==> src/rtl/rbx_pkg.sv <==
// Shared helpers for the rotating row-bank buffer.
// Assumes operands of wrap_add are each below the modulus.
package rbx_pkg;
    // Add two ring positions and wrap once at the modulus.
    function automatic int wrap_add(input int a, input int b, input int m);
        int s;
        s = a + b;
        if (s >= m) s = s - m;
        return s;
    endfunction
endpackage

==> src/rtl/rb_bank.sv <==
// One row bank: ROW_LEN words of W bits, single write port and
// asynchronous read port. Assumes waddr/raddr are below ROW_LEN.
module rb_bank #(
    parameter int W       = 16,
    parameter int ROW_LEN = 16,
    localparam int COL_W  = $clog2(ROW_LEN)
) (
    input  logic             clk,
    input  logic             rst_n,
    input  logic             we,
    input  logic [COL_W-1:0] waddr,
    input  logic [W-1:0]     wdata,
    input  logic [COL_W-1:0] raddr,
    output logic [W-1:0]     rdata
);
    logic [W-1:0] mem [ROW_LEN];

    // Store one word per write strobe; clear on reset.
    always_ff @(posedge clk) begin
        if (!rst_n) begin
            for (int i = 0; i < ROW_LEN; i++) mem[i] <= '0;
        end else if (we) begin
            mem[waddr] <= wdata;
        end
    end

    // Read path with no register.
    assign rdata = mem[raddr];
endmodule

==> src/rtl/rb_ptr_ctrl.sv <==
// Pointer control: holds the height, head (oldest bank), fill bank and
// column, and per-bank full flags. Priming fills banks in order; later
// advances recycle the head bank. Assumes one-hot use of the commands
// is not required: cfg_apply wins over row_adv, which wins over writes.
module rb_ptr_ctrl #(
    parameter int NB      = 7,
    parameter int ROW_LEN = 16,
    localparam int BI_W   = $clog2(NB),
    localparam int HG_W   = $clog2(NB + 1),
    localparam int COL_W  = $clog2(ROW_LEN)
) (
    input  logic             clk,
    input  logic             rst_n,
    input  logic             cfg_apply,
    input  logic [HG_W-1:0]  cfg_height,
    input  logic             row_adv,
    input  logic             wr_valid,
    output logic [HG_W-1:0]  height_q,
    output logic [BI_W-1:0]  head_q,
    output logic [BI_W-1:0]  fill_bank_q,
    output logic [COL_W-1:0] fill_col_q,
    output logic             filling_q,
    output logic [NB-1:0]    full_q,
    output logic [NB-1:0]    bank_we
);
    logic            primed_q;
    logic [HG_W-1:0] h_new;
    logic            adv_ok, wr_ok, last_col, last_bank, head_wrap;

    // Clamp the requested height into 1..NB.
    always_comb begin
        if (cfg_height == '0)              h_new = HG_W'(1);
        else if (cfg_height > HG_W'(NB))   h_new = HG_W'(NB);
        else                               h_new = cfg_height;
    end

    // Decode command acceptance and fill boundaries.
    always_comb begin
        adv_ok    = row_adv && !filling_q;
        wr_ok     = wr_valid && filling_q;
        last_col  = (fill_col_q == COL_W'(ROW_LEN - 1));
        last_bank = (fill_bank_q == BI_W'(height_q - HG_W'(1)));
        head_wrap = (head_q == BI_W'(height_q - HG_W'(1)));
    end

    // Steer the write strobe to the fill bank.
    always_comb begin
        for (int i = 0; i < NB; i++) bank_we[i] = wr_ok && (fill_bank_q == BI_W'(i));
    end

    // Advance pointers, fill position and full flags.
    always_ff @(posedge clk) begin
        if (!rst_n) begin
            height_q    <= HG_W'(NB);
            head_q      <= '0;
            fill_bank_q <= '0;
            fill_col_q  <= '0;
            filling_q   <= 1'b1;
            primed_q    <= 1'b0;
            full_q      <= '0;
        end else if (cfg_apply) begin
            height_q    <= h_new;
            head_q      <= '0;
            fill_bank_q <= '0;
            fill_col_q  <= '0;
            filling_q   <= 1'b1;
            primed_q    <= 1'b0;
            full_q      <= '0;
        end else if (adv_ok) begin
            full_q[head_q] <= 1'b0;
            fill_bank_q    <= head_q;
            fill_col_q     <= '0;
            filling_q      <= 1'b1;
            head_q         <= head_wrap ? '0 : head_q + BI_W'(1);
        end else if (wr_ok) begin
            fill_col_q <= last_col ? '0 : fill_col_q + COL_W'(1);
            if (last_col) begin
                full_q[fill_bank_q] <= 1'b1;
                if (!primed_q && !last_bank) begin
                    fill_bank_q <= fill_bank_q + BI_W'(1);
                end else begin
                    filling_q <= 1'b0;
                    primed_q  <= 1'b1;
                end
            end
        end
    end
endmodule

==> src/rtl/rb_xbar.sv <==
// Crossbar: port k selects bank (head+k) mod height; ports at or above
// the height drive zero and invalid. Assumes head < height <= NB.
module rb_xbar #(
    parameter int NB     = 7,
    parameter int W      = 16,
    localparam int BI_W  = $clog2(NB),
    localparam int HG_W  = $clog2(NB + 1)
) (
    input  logic [BI_W-1:0]       head,
    input  logic [HG_W-1:0]       height,
    input  logic [NB-1:0][W-1:0]  bank_rd,
    input  logic [NB-1:0]         bank_full,
    output logic [NB-1:0][W-1:0]  port_data,
    output logic [NB-1:0]         port_valid
);
    import rbx_pkg::*;

    // Rotate bank selection per port and mask unused ports.
    always_comb begin
        for (int k = 0; k < NB; k++) begin
            logic [BI_W-1:0] sel;
            sel = BI_W'(wrap_add(int'(head), k, int'(height)));
            if (k < int'(height)) begin
                port_data[k]  = bank_rd[sel];
                port_valid[k] = bank_full[sel];
            end else begin
                port_data[k]  = '0;
                port_valid[k] = 1'b0;
            end
        end
    end
endmodule

==> src/rtl/rowbank_xbar.sv <==
// Top: NB row banks, pointer control and rotating crossbar. One column
// index reads all ports in the same cycle. Assumes rows are written
// whole, ROW_LEN words in column order.
module rowbank_xbar #(
    parameter int NUM_BANKS = 7,
    parameter int WORD_W    = 16,
    parameter int ROW_LEN   = 16,
    localparam int BI_W     = $clog2(NUM_BANKS),
    localparam int HG_W     = $clog2(NUM_BANKS + 1),
    localparam int COL_W    = $clog2(ROW_LEN)
) (
    input  logic                        clk,
    input  logic                        rst_n,
    input  logic                        cfg_apply,
    input  logic [HG_W-1:0]             cfg_height,
    input  logic                        wr_valid,
    input  logic [WORD_W-1:0]           wr_data,
    input  logic                        row_adv,
    input  logic [COL_W-1:0]            rd_col,
    output logic [NUM_BANKS*WORD_W-1:0] out_words,
    output logic [NUM_BANKS-1:0]        out_valid
);
    logic [HG_W-1:0]                   height_q;
    logic [BI_W-1:0]                   head_q, fill_bank_q;
    logic [COL_W-1:0]                  fill_col_q;
    logic                              filling_q;
    logic [NUM_BANKS-1:0]              full_q, bank_we;
    logic [NUM_BANKS-1:0][WORD_W-1:0]  bank_rd, port_data;

    rb_ptr_ctrl #(.NB(NUM_BANKS), .ROW_LEN(ROW_LEN)) u_ctrl (
        .clk(clk), .rst_n(rst_n), .cfg_apply(cfg_apply), .cfg_height(cfg_height),
        .row_adv(row_adv), .wr_valid(wr_valid), .height_q(height_q), .head_q(head_q),
        .fill_bank_q(fill_bank_q), .fill_col_q(fill_col_q), .filling_q(filling_q),
        .full_q(full_q), .bank_we(bank_we)
    );

    for (genvar b = 0; b < NUM_BANKS; b++) begin : g_bank
        rb_bank #(.W(WORD_W), .ROW_LEN(ROW_LEN)) u_bank (
            .clk(clk), .rst_n(rst_n), .we(bank_we[b]), .waddr(fill_col_q),
            .wdata(wr_data), .raddr(rd_col), .rdata(bank_rd[b])
        );
    end

    rb_xbar #(.NB(NUM_BANKS), .W(WORD_W)) u_xbar (
        .head(head_q), .height(height_q), .bank_rd(bank_rd), .bank_full(full_q),
        .port_data(port_data), .port_valid(out_valid)
    );

    // Flatten the port words onto the output bus.
    assign out_words = port_data;
endmodule

==> config.mk <==
export PLATFORM = sky130hd
export DESIGN_NAME = rowbank_xbar
export DESIGN_NICKNAME = d
export VERILOG_FILES = /design/src/rtl/rbx_pkg.sv /design/src/rtl/rb_bank.sv /design/src/rtl/rb_ptr_ctrl.sv /design/src/rtl/rb_xbar.sv /design/src/rtl/rowbank_xbar.sv
export SDC_FILE = /design/constraint.sdc
export NUM_CORES = 2
export LEC_CHECK = 0
export BUFFER_PORTS_ARGS = -buffer_cell sky130_fd_sc_hd__buf_2
export CORE_MARGIN = 2
export CORE_UTILIZATION = 61
export DETAILED_ROUTE_END_ITERATION = 12
export GPL_ROUTABILITY_DRIVEN = 1
export PLACE_DENSITY = 0.78
export SLEW_MARGIN = 10
export SYNTH_ARGS = -nofsm -noshare
export SYNTH_HDL_FRONTEND = slang
export SYNTH_SLANG_ARGS = --single-unit
==> constraint.sdc <==
create_clock -name clk -period 5.35 [get_ports clk]
set_input_delay 0.8025 -clock clk [delete_from_list [all_inputs] [get_ports clk]]
set_output_delay 0.8025 -clock clk [all_outputs]
set_load 0.03 [all_outputs]
# After elaboration in Yosys (flattened, before gate mapping)
# Memories as Yosys holds them, arrays and structs flattened.
# Index checks and enable logic that the tools add are counted.
[totals]
out_inout_bits = 119
ramBits = 1792
regBits = 22
in_bits = 28
n_memories = 7
elab_cells = 212
[mem_list]
columns = ["memory", "depth", "width", "rd", "rd_ports_with_merged_regs", "wr", "line_no", "text"]
rows = [
  ["g_bank[0].u_bank.mem", 16, 16, 1, 0, 16, "rb_bank.sv:16", "logic [W-1:0] mem [ROW_LEN];"],
  ["g_bank[1].u_bank.mem", 16, 16, 1, 0, 16, "rb_bank.sv:16", ""],
  ["g_bank[2].u_bank.mem", 16, 16, 1, 0, 16, "rb_bank.sv:16", ""],
  ["g_bank[3].u_bank.mem", 16, 16, 1, 0, 16, "rb_bank.sv:16", ""],
  ["g_bank[4].u_bank.mem", 16, 16, 1, 0, 16, "rb_bank.sv:16", ""],
  ["g_bank[5].u_bank.mem", 16, 16, 1, 0, 16, "rb_bank.sv:16", ""],
  ["+1 memories", "n/a", "n/a", "n/a", "n/a", "n/a", "n/a", ""],
]
[op_classes]
n_mux = 107
magnitude_cmp = 26
bitwise_logic = 6
n_reduce_logical = 33
add_sub_neg = 17
n_eq_ne = 9
[op_table]
columns = ["cell", "n"]
rows = [
  ["binary-select mux 16 bit (select 3 bit)", 7],
  ["2-to-1 mux 16 bit", 21],
  ["OR reduction 16 bit", 7],
  ["2-to-1 mux 1 bit", 45],
  ["2-to-1 mux 3 bit", 14],
  ["< comparator 3 x 4 -> 1 bit, second input constant", 9],
  ["2-to-1 mux 4 bit", 8],
  [">= comparator 4 x 3 -> 1 bit", 6],
  ["binary-select mux 1 bit (select 3 bit)", 7],
  ["2-to-1 mux 7 bit", 3],
  ["subtractor 3 bit", 7],
  ["adder 3 x 3 -> 4 bit, second input constant", 3],
  ["logical AND 1 bit", 12],
  ["== test 3 bit, second input constant", 3],
  ["< comparator 3 bit, first input constant", 3],
  ["adder 3 x 2 -> 4 bit, second input constant", 2],
  ["bitwise AND 7 bit", 1],
  ["NOT 7 bit", 1],
  ["bitwise OR 7 bit", 1],
  ["adder 3 x 1 -> 3 bit, second input constant", 2],
  ["demux 1 bit (select 3 bit)", 2],
  ["== test 3 x 2 -> 1 bit, second input constant", 2],
  ["== test 3 bit", 2],
  [">= comparator 3 x 1 -> 1 bit, second input constant", 2],
  ["other kinds (18)", 28],
]

# Logic depth before layout (Yosys ltp)
[logic_depth]
word_depth = 8
ltp_mapped = 16

# Hierarchy
# Synthesis repeated with hierarchy kept, for this count alone.
[unflattened]
cells_unflattened = 6291
area_unflattened_um2 = 91071.1
[modules_own_cells]
columns = ["module", "n_inst", "seq_area_each_um2", "cells_per_inst", "area_each_um2"]
rows = [
  ["rb_bank (g_bank[1].u_bank ...)", 6, 7687.4, 722, 11637.4],
  ["rb_bank (g_bank[0].u_bank)", 1, 7687.4, 722, 11681.2],
  ["rb_xbar", 1, 0.0, 1092, 8339.2],
  ["rb_ptr_ctrl", 1, 440.4, 145, 1226.2],
]

# Worst setup path before layout
# No wires, ideal clock.
[synth_timing]
kind = "flip-flop to output port"
start = "reg u_ctrl.head_q[1]"
end = "out out_words[26]"
required_ns = 4.548
stages_incl_launch_ff = 11
n_path_buf = 2
setup_slack_ns = -0.104
t_arrival_ns = 4.651
cell_sequence = "dfxtp_1 -> buf_2 -> clkinv_1 -> ha_1 -> fa_1 -> nand2_1 -> nand3_2 -> mux2i_1 -> clkbuf_1 -> a21oi_1 -> a2111oi_0"
[synth_between]
elab_chain_len = 6
elab_cells_between_ends = 7
classes_between = "2 x add/sub; 1 x order compare; 4 x mux"
[synth_lines]
columns = ["element", "line_no", "text"]
rows = [
  ["start, declared", "rb_ptr_ctrl.sv:19", "output logic [BI_W-1:0] head_q,"],
  ["start signal, assigned", "rb_ptr_ctrl.sv:74", "head_q <= head_wrap ? '0 : head_q + BI_W'(1);"],
  ["adder 3 x 1 -> 4 bit (*)", "rbx_pkg.sv:7", "s = a + b;"],
  [">= comparator 4 x 3 -> 1 bit or subtractor 3 bit (tied branches)", "rbx_pkg.sv:8", "if (s >= m) s = s - m;"],
  ["2-to-1 mux 3 bit (*)", "rbx_pkg.sv:8", ""],
  ["binary-select mux 16 bit (select 3 bit) (*)", "rb_xbar.sv:24", "port_data[k] = bank_rd[sel];"],
  ["2-to-1 mux 16 bit (implied by the code) (*)", "rb_xbar.sv:24", ""],
  ["2-to-1 mux 16 bit (*)", "rb_xbar.sv:23", "if (k < int'(height)) begin"],
  ["end, declared", "rowbank_xbar.sv:20", "output logic [NUM_BANKS*WORD_W-1:0] out_words,"],
]
# Every way passes the cells marked *; elsewhere a longest branch is shown, timed or not. The select of a mux whose other input is x is not followed.

# Final worst setup path
[layout_timing]
start = "reg u_ctrl.head_q[1]"
end = "out out_words[16]"
# The elaborated chain is that of the path after synthesis.

==> results.env <==
PWR-SHARE-COMB_PCT=14.6
GRT_START_MAX_NET_PINS=119
POST_SYNTH_MOST_FREQUENT_CELLS='sky130_fd_sc_hd__and2_1 (1811), sky130_fd_sc_hd__edfxtp_1 (1792), sky130_fd_sc_hd__clkbuf_1 (434), sky130_fd_sc_hd__mux4_2 (317), sky130_fd_sc_hd__nor2_1 (254)'
DRIVE_ABOVE_1_SHARE_PCT=20.6
CP_DATA_REQUIRED_TIME_NS=4.55
DIE_HEIGHT_UM=392
NUMBER_OF_ENABLE_TYPE_REGISTER_CELLS_IN_THE_SYNTHESIZED_NETLIST=1792
NET_COUNT_OF_THE_MAPPED_NETLIST=6650
POWER.SHARE.CLOCK_PCT=37.9
DRV.MAX_CAP_VIOLATION_COUNT=0
R2R_CELL_COUNT=5
YOSYSWARNINGS=0
HOLD_PATH_CLASS='input port to register'
FIN_SKEW_NS=0.0491
POWER_FRAC_SEQ_PCT=47.5
STD_CELL_ROWS=142
CTS_SINKS=1814
IO_PINS=147
DESIGN.DIE.AREA_UM2=154000
GRT_FIRST_PASS_WIRELENGTH_UM=448000
FINAL.MIN_CLOCK_PERIOD_NS=5.39
LAYOUTNONFILLERINSTCOUNT=8994
POSTROUTEANTENNANETS=0
FLOORPLAN.INITIALDENSITY_PCT=61.4
SYNTHARSTFLOPSHARE_PCT=0
SWITCHING_POWER_mW=9.14
OUTCOME='finished, violations left'
WORSTPATHCELLLIST='ha_1, xor2_1, ha_1, nand3b_1, nand3_4, mux2i_4, buf_4, buf_4, bufbuf_16, o21ai_0, o21ai_0, a211o_1, o31ai_1, buf_4, buf_2'
FINAL.SETUP.TNS_NS=-0.139
TIMING_WORST_SLEW_PIN_VALUE_NS=1.31
CRITICAL_PATH.REG2REG.ENDPOINT='g_bank[0].u_bank.mem[2][6]$_SDFFCE_PN0P_'
WORST_PATH_LARGEST_CELL_DELAY_NS=0.42
DRT_FIRST_ITER_VIOLATIONS=9269
TOTAL_COUNT_OF_MAX_TRANSITION_VIOLATIONS_IN_THE_FINAL_REPORT=0
CRIT_BUF_INV=5
NUMBER_OF_GLOBAL_ROUTE_VIAS_BEFORE_REPAIR=59900
FLIP_FLOP_AND_LATCH_COUNT_AFTER_SYNTHESIS=1814
RSZ0062_AT_GRT='yes'
POST-ROUTE-PERIOD-UTIL_PCT=101
DR_TOTAL_VIAS=62100
CP_DATA_ARRIVAL_TIME_NS=4.59
SYNTHESIS.INSTANCES=6585
GLOBAL_ROUTER_S_OVERALL_RESOURCE_USAGE_PCT=41.6
DRCVIOLATIONCOUNT=0
POST-PLACE-WS_NS=0.0960
P_INT_mW=25.0
SWITCHING_SHARE_PCT=26.8
WORST_SETUP_PATH_STARTPOINT='u_ctrl.head_q[1]$_SDFFE_PP0P_'
HOLD_SLACK_NS=0.235
HPWL_UM=208000
SYNTH_AREA_PER_CELL_UM2=14.0
SYNTH_AREA_LEADERS='sky130_fd_sc_hd__edfxtp_1 (59%), sky130_fd_sc_hd__and2_1 (12%), sky130_fd_sc_hd__mux4_2 (7.8%), sky130_fd_sc_hd__mux4_1 (3.1%), sky130_fd_sc_hd__mux2i_1 (2.6%)'
MEAN_NUMBER_OF_VIAS_PER_CELL=6.90
FAILED_CHECKS='setup timing'
YOSYSSEQAREASHARE_PCT=59.0
CP-START-KIND='register'
POWER_LEAKAGE_nW=38.6
FP.DIEW_UM=392
CTS_BUFFER_DEPTH=3
CP_COMMON_CELL='sky130_fd_sc_hd__buf_4'
SYNTH.CELL_AREA_UM2=92000
CRIT_FAMILY='buffers and inverters'
HTREE_NUM_LEVELS=4
YS_TYPES=96
PORTBUFFERS=146
FINAL-SETUP-VIOL-COUNT=4
POST-SYNTH-TOP-COUNT-CELL='sky130_fd_sc_hd__and2_1'
DRT_PASS1_ITERATIONS=6
FINALWEIGHTEDCONGESTION=1.02
PLACED_CELLS=8634
PATH_CLK_SLEW_NS=0.05
SYNTH.LARGEST_AREA_CELL='sky130_fd_sc_hd__edfxtp_1'
WORST_PATH_MAX_DELAY_CELL='sky130_fd_sc_hd__dfxtp_2'
TOTAL_OVERFLOW_REPORTED_BY_THE_GLOBAL_ROUTER=0
FINAL_HOLD_VIOL_COUNT=0
NETLIST.AREA_LEADER.SHARE_PCT=58.5
POSTPLACECELLAREA_UM2=96400
TRITONCTS='done'
R2R_SLACK_NS=1.80
CRIT_FANOUT=21
POWER.TOTAL_mW=34.1
POWER-PER-CELL-AREA_nW_PER_UM2=331
FIN_UTIL_PCT=68.7
FLOORPLAN.CORE_AREA_UM2=150000
CRITICAL_R2R_LAUNCH='u_ctrl.filling_q$_SDFFE_PP1P_'
POSTROUTEWIRELENGTH_UM=319000
FMAXACHIEVABLE_GHz=0.185
NUM-NETS-FINAL=6881
CRITICAL_PATH_CLASS='register to output port'
SYNTHTOLAYOUTAREAGROWTH_PCT=11.8
WORST_CASE_HEADROOM_TO_THE_MAX_SLEW_LIMIT_PCT=12.2
WORST_SLACK_NS=-0.0412
LAYOUT.FILLER_CELLS=9841
DESIGN_AREA_UM2=103000
GRT_ANTENNA_BEFORE_REPAIR=19
CLK-INSERTION-DELAY-LATE_NS=0.86
WORSTSETUPENDPOINT='out_words[16]'
SYNTH_TOP_FLOP_CELL='sky130_fd_sc_hd__edfxtp_1'
WL_PER_CELL_UM=35.5
CRITPATHCAPTURETYPE='output port'
WORSTSETUPPATHDEPTH=15
IR_DROP_uV=339
CTS-BUFFERS-INSERTED=180
CLK_ROOT_BUFFER_CELL='sky130_fd_sc_hd__clkbuf_16'
[how the worst min path moves through the flow]
stage                                       from                         endpoint  slack, ns  cells after the start
finish                             cfg_height[1]  u_ctrl.height_q[1]$_SDFFE_PN1P_       0.23                      3
global placement    u_ctrl.primed_q$_SDFFE_PP0P_     u_ctrl.primed_q$_SDFFE_PP0P_       0.47                      2
CTS                                cfg_height[2]  u_ctrl.height_q[2]$_SDFFE_PN1P_       0.20                      3
detailed placement  u_ctrl.primed_q$_SDFFE_PP0P_     u_ctrl.primed_q$_SDFFE_PP0P_       0.48                      2
floorplan           u_ctrl.primed_q$_SDFFE_PP0P_     u_ctrl.primed_q$_SDFFE_PP0P_       0.44                      2
global route                       cfg_height[1]  u_ctrl.height_q[1]$_SDFFE_PN1P_       0.24                      3
[cells by family after synthesis]
| kind of cell | after synthesis | share of synthesized area, % |
|---|---|---|
| compound gates | 864 | 6.82 |
| xor+xnor | 16 | 0.152 |
| fa+ha+maj | 37 | 0.544 |
| buf+inv | 665 | 3.85 |
| flops | 1814 | 59.0 |
| mux | 728 | 14.3 |
| simple gates | 2461 | 15.4 |
[worst reg2reg max path, cell delays in order, from the launching register on]
cell and delay [ns]:
sky130_fd_sc_hd__dfxtp_1 0.49, sky130_fd_sc_hd__nor3b_1 0.54, sky130_fd_sc_hd__nand2_1 0.76, sky130_fd_sc_hd__buf_4 0.49, sky130_fd_sc_hd__nor2_1 0.90, sky130_fd_sc_hd__and2_1 0.26
[cells in the final DEF (no fill, tap or decap), types with 22 or more instances in the layout]
cell                        netlist  layout
sky130_fd_sc_hd__inv_1           38      38
sky130_fd_sc_hd__mux2i_1        242     235
sky130_fd_sc_hd__clkinv_1         1      34
sky130_fd_sc_hd__clkbuf_1       434      50
sky130_fd_sc_hd__ha_1            32      32
sky130_fd_sc_hd__nand3_1         46      44
sky130_fd_sc_hd__buf_2           73     125
sky130_fd_sc_hd__buf_4           20     497
sky130_fd_sc_hd__edfxtp_1      1792    1792
sky130_fd_sc_hd__clkbuf_16        0     184
sky130_fd_sc_hd__a22oi_1         48      48
sky130_fd_sc_hd__a221oi_1        75      70
sky130_fd_sc_hd__a211oi_1        63      62
sky130_fd_sc_hd__o221ai_1        59      59
sky130_fd_sc_hd__clkinv_2         0      22
sky130_fd_sc_hd__and2_1        1811    1811
sky130_fd_sc_hd__a22o_1          23      23
sky130_fd_sc_hd__mux2_2          55      55
sky130_fd_sc_hd__bufinv_16        0      23
sky130_fd_sc_hd__nor2_1         254     247
sky130_fd_sc_hd__nand2_1        231     229
sky130_fd_sc_hd__o22ai_1         44      43
sky130_fd_sc_hd__a21oi_1        130     129
sky130_fd_sc_hd__o21ai_0        192      77
sky130_fd_sc_hd__buf_12          25      41
sky130_fd_sc_hd__mux4_1         107     107
sky130_fd_sc_hd__o21ai_1         13     126
sky130_fd_sc_hd__mux4_2         317     317
sky130_fd_sc_hd__nor3_1          25      25
[cell type report]
| type | instances | area [um^2] | share of cell area (%) |
|---|---|---|---|
| sequential | 1814 | 54300 | 52.7 |
| multi-input combinational | 4106 | 34500 | 33.6 |
| timing repair buffer | 672 | 5350 | 5.20 |
| clock buffer | 231 | 4720 | 4.59 |
| tap | 2016 | 2520 | 2.45 |
| clock inverter | 99 | 1280 | 1.25 |
| inverter | 42 | 164 | 0.159 |
| antenna | 14 | 35.0 | 0.0341 |
[power groups by stage]
stage          registers (mW)  clock network [mW]  logic, mW
2_1_floorplan            16.4                   0       2.54
3_3_place_gp             16.4                   0       4.69
3_5_place_dp             16.5                   0       4.69
4_1_cts                  16.2                12.9       4.74
5_1_grt                  16.2                13.5       5.00
6_report                 16.2                12.9       4.98
[flip-flops by register name, indices dropped and copies added (netlist names)]
signal,flops
u_ctrl.fill_bank_q,3
u_ctrl.fill_col_q,4
g_bank.u_bank.mem,1792
u_ctrl.head_q,3
u_ctrl.height_q,3
u_ctrl.filling_q,1
u_ctrl.full_q,7
u_ctrl.primed_q,1
[routing by layer]
metal	vias up	global-route usage, %	routed length [um]
met4	16	23.3	21500
met5	-	0	277
met3	1019	11.8	41500
met1	31100	54.2	111000
li1	25200	-	-
met2	4778	63.2	145000
[what timing repair did]
action	4_1_cts	5_1_grt
pin swaps	1	4
cloned	1	3
resized for setup	24	33
endpoints found under the setup margin	55	48
buffers inserted	4	8
hold buffers	0	0
Power figures use the tool's default switching activity.
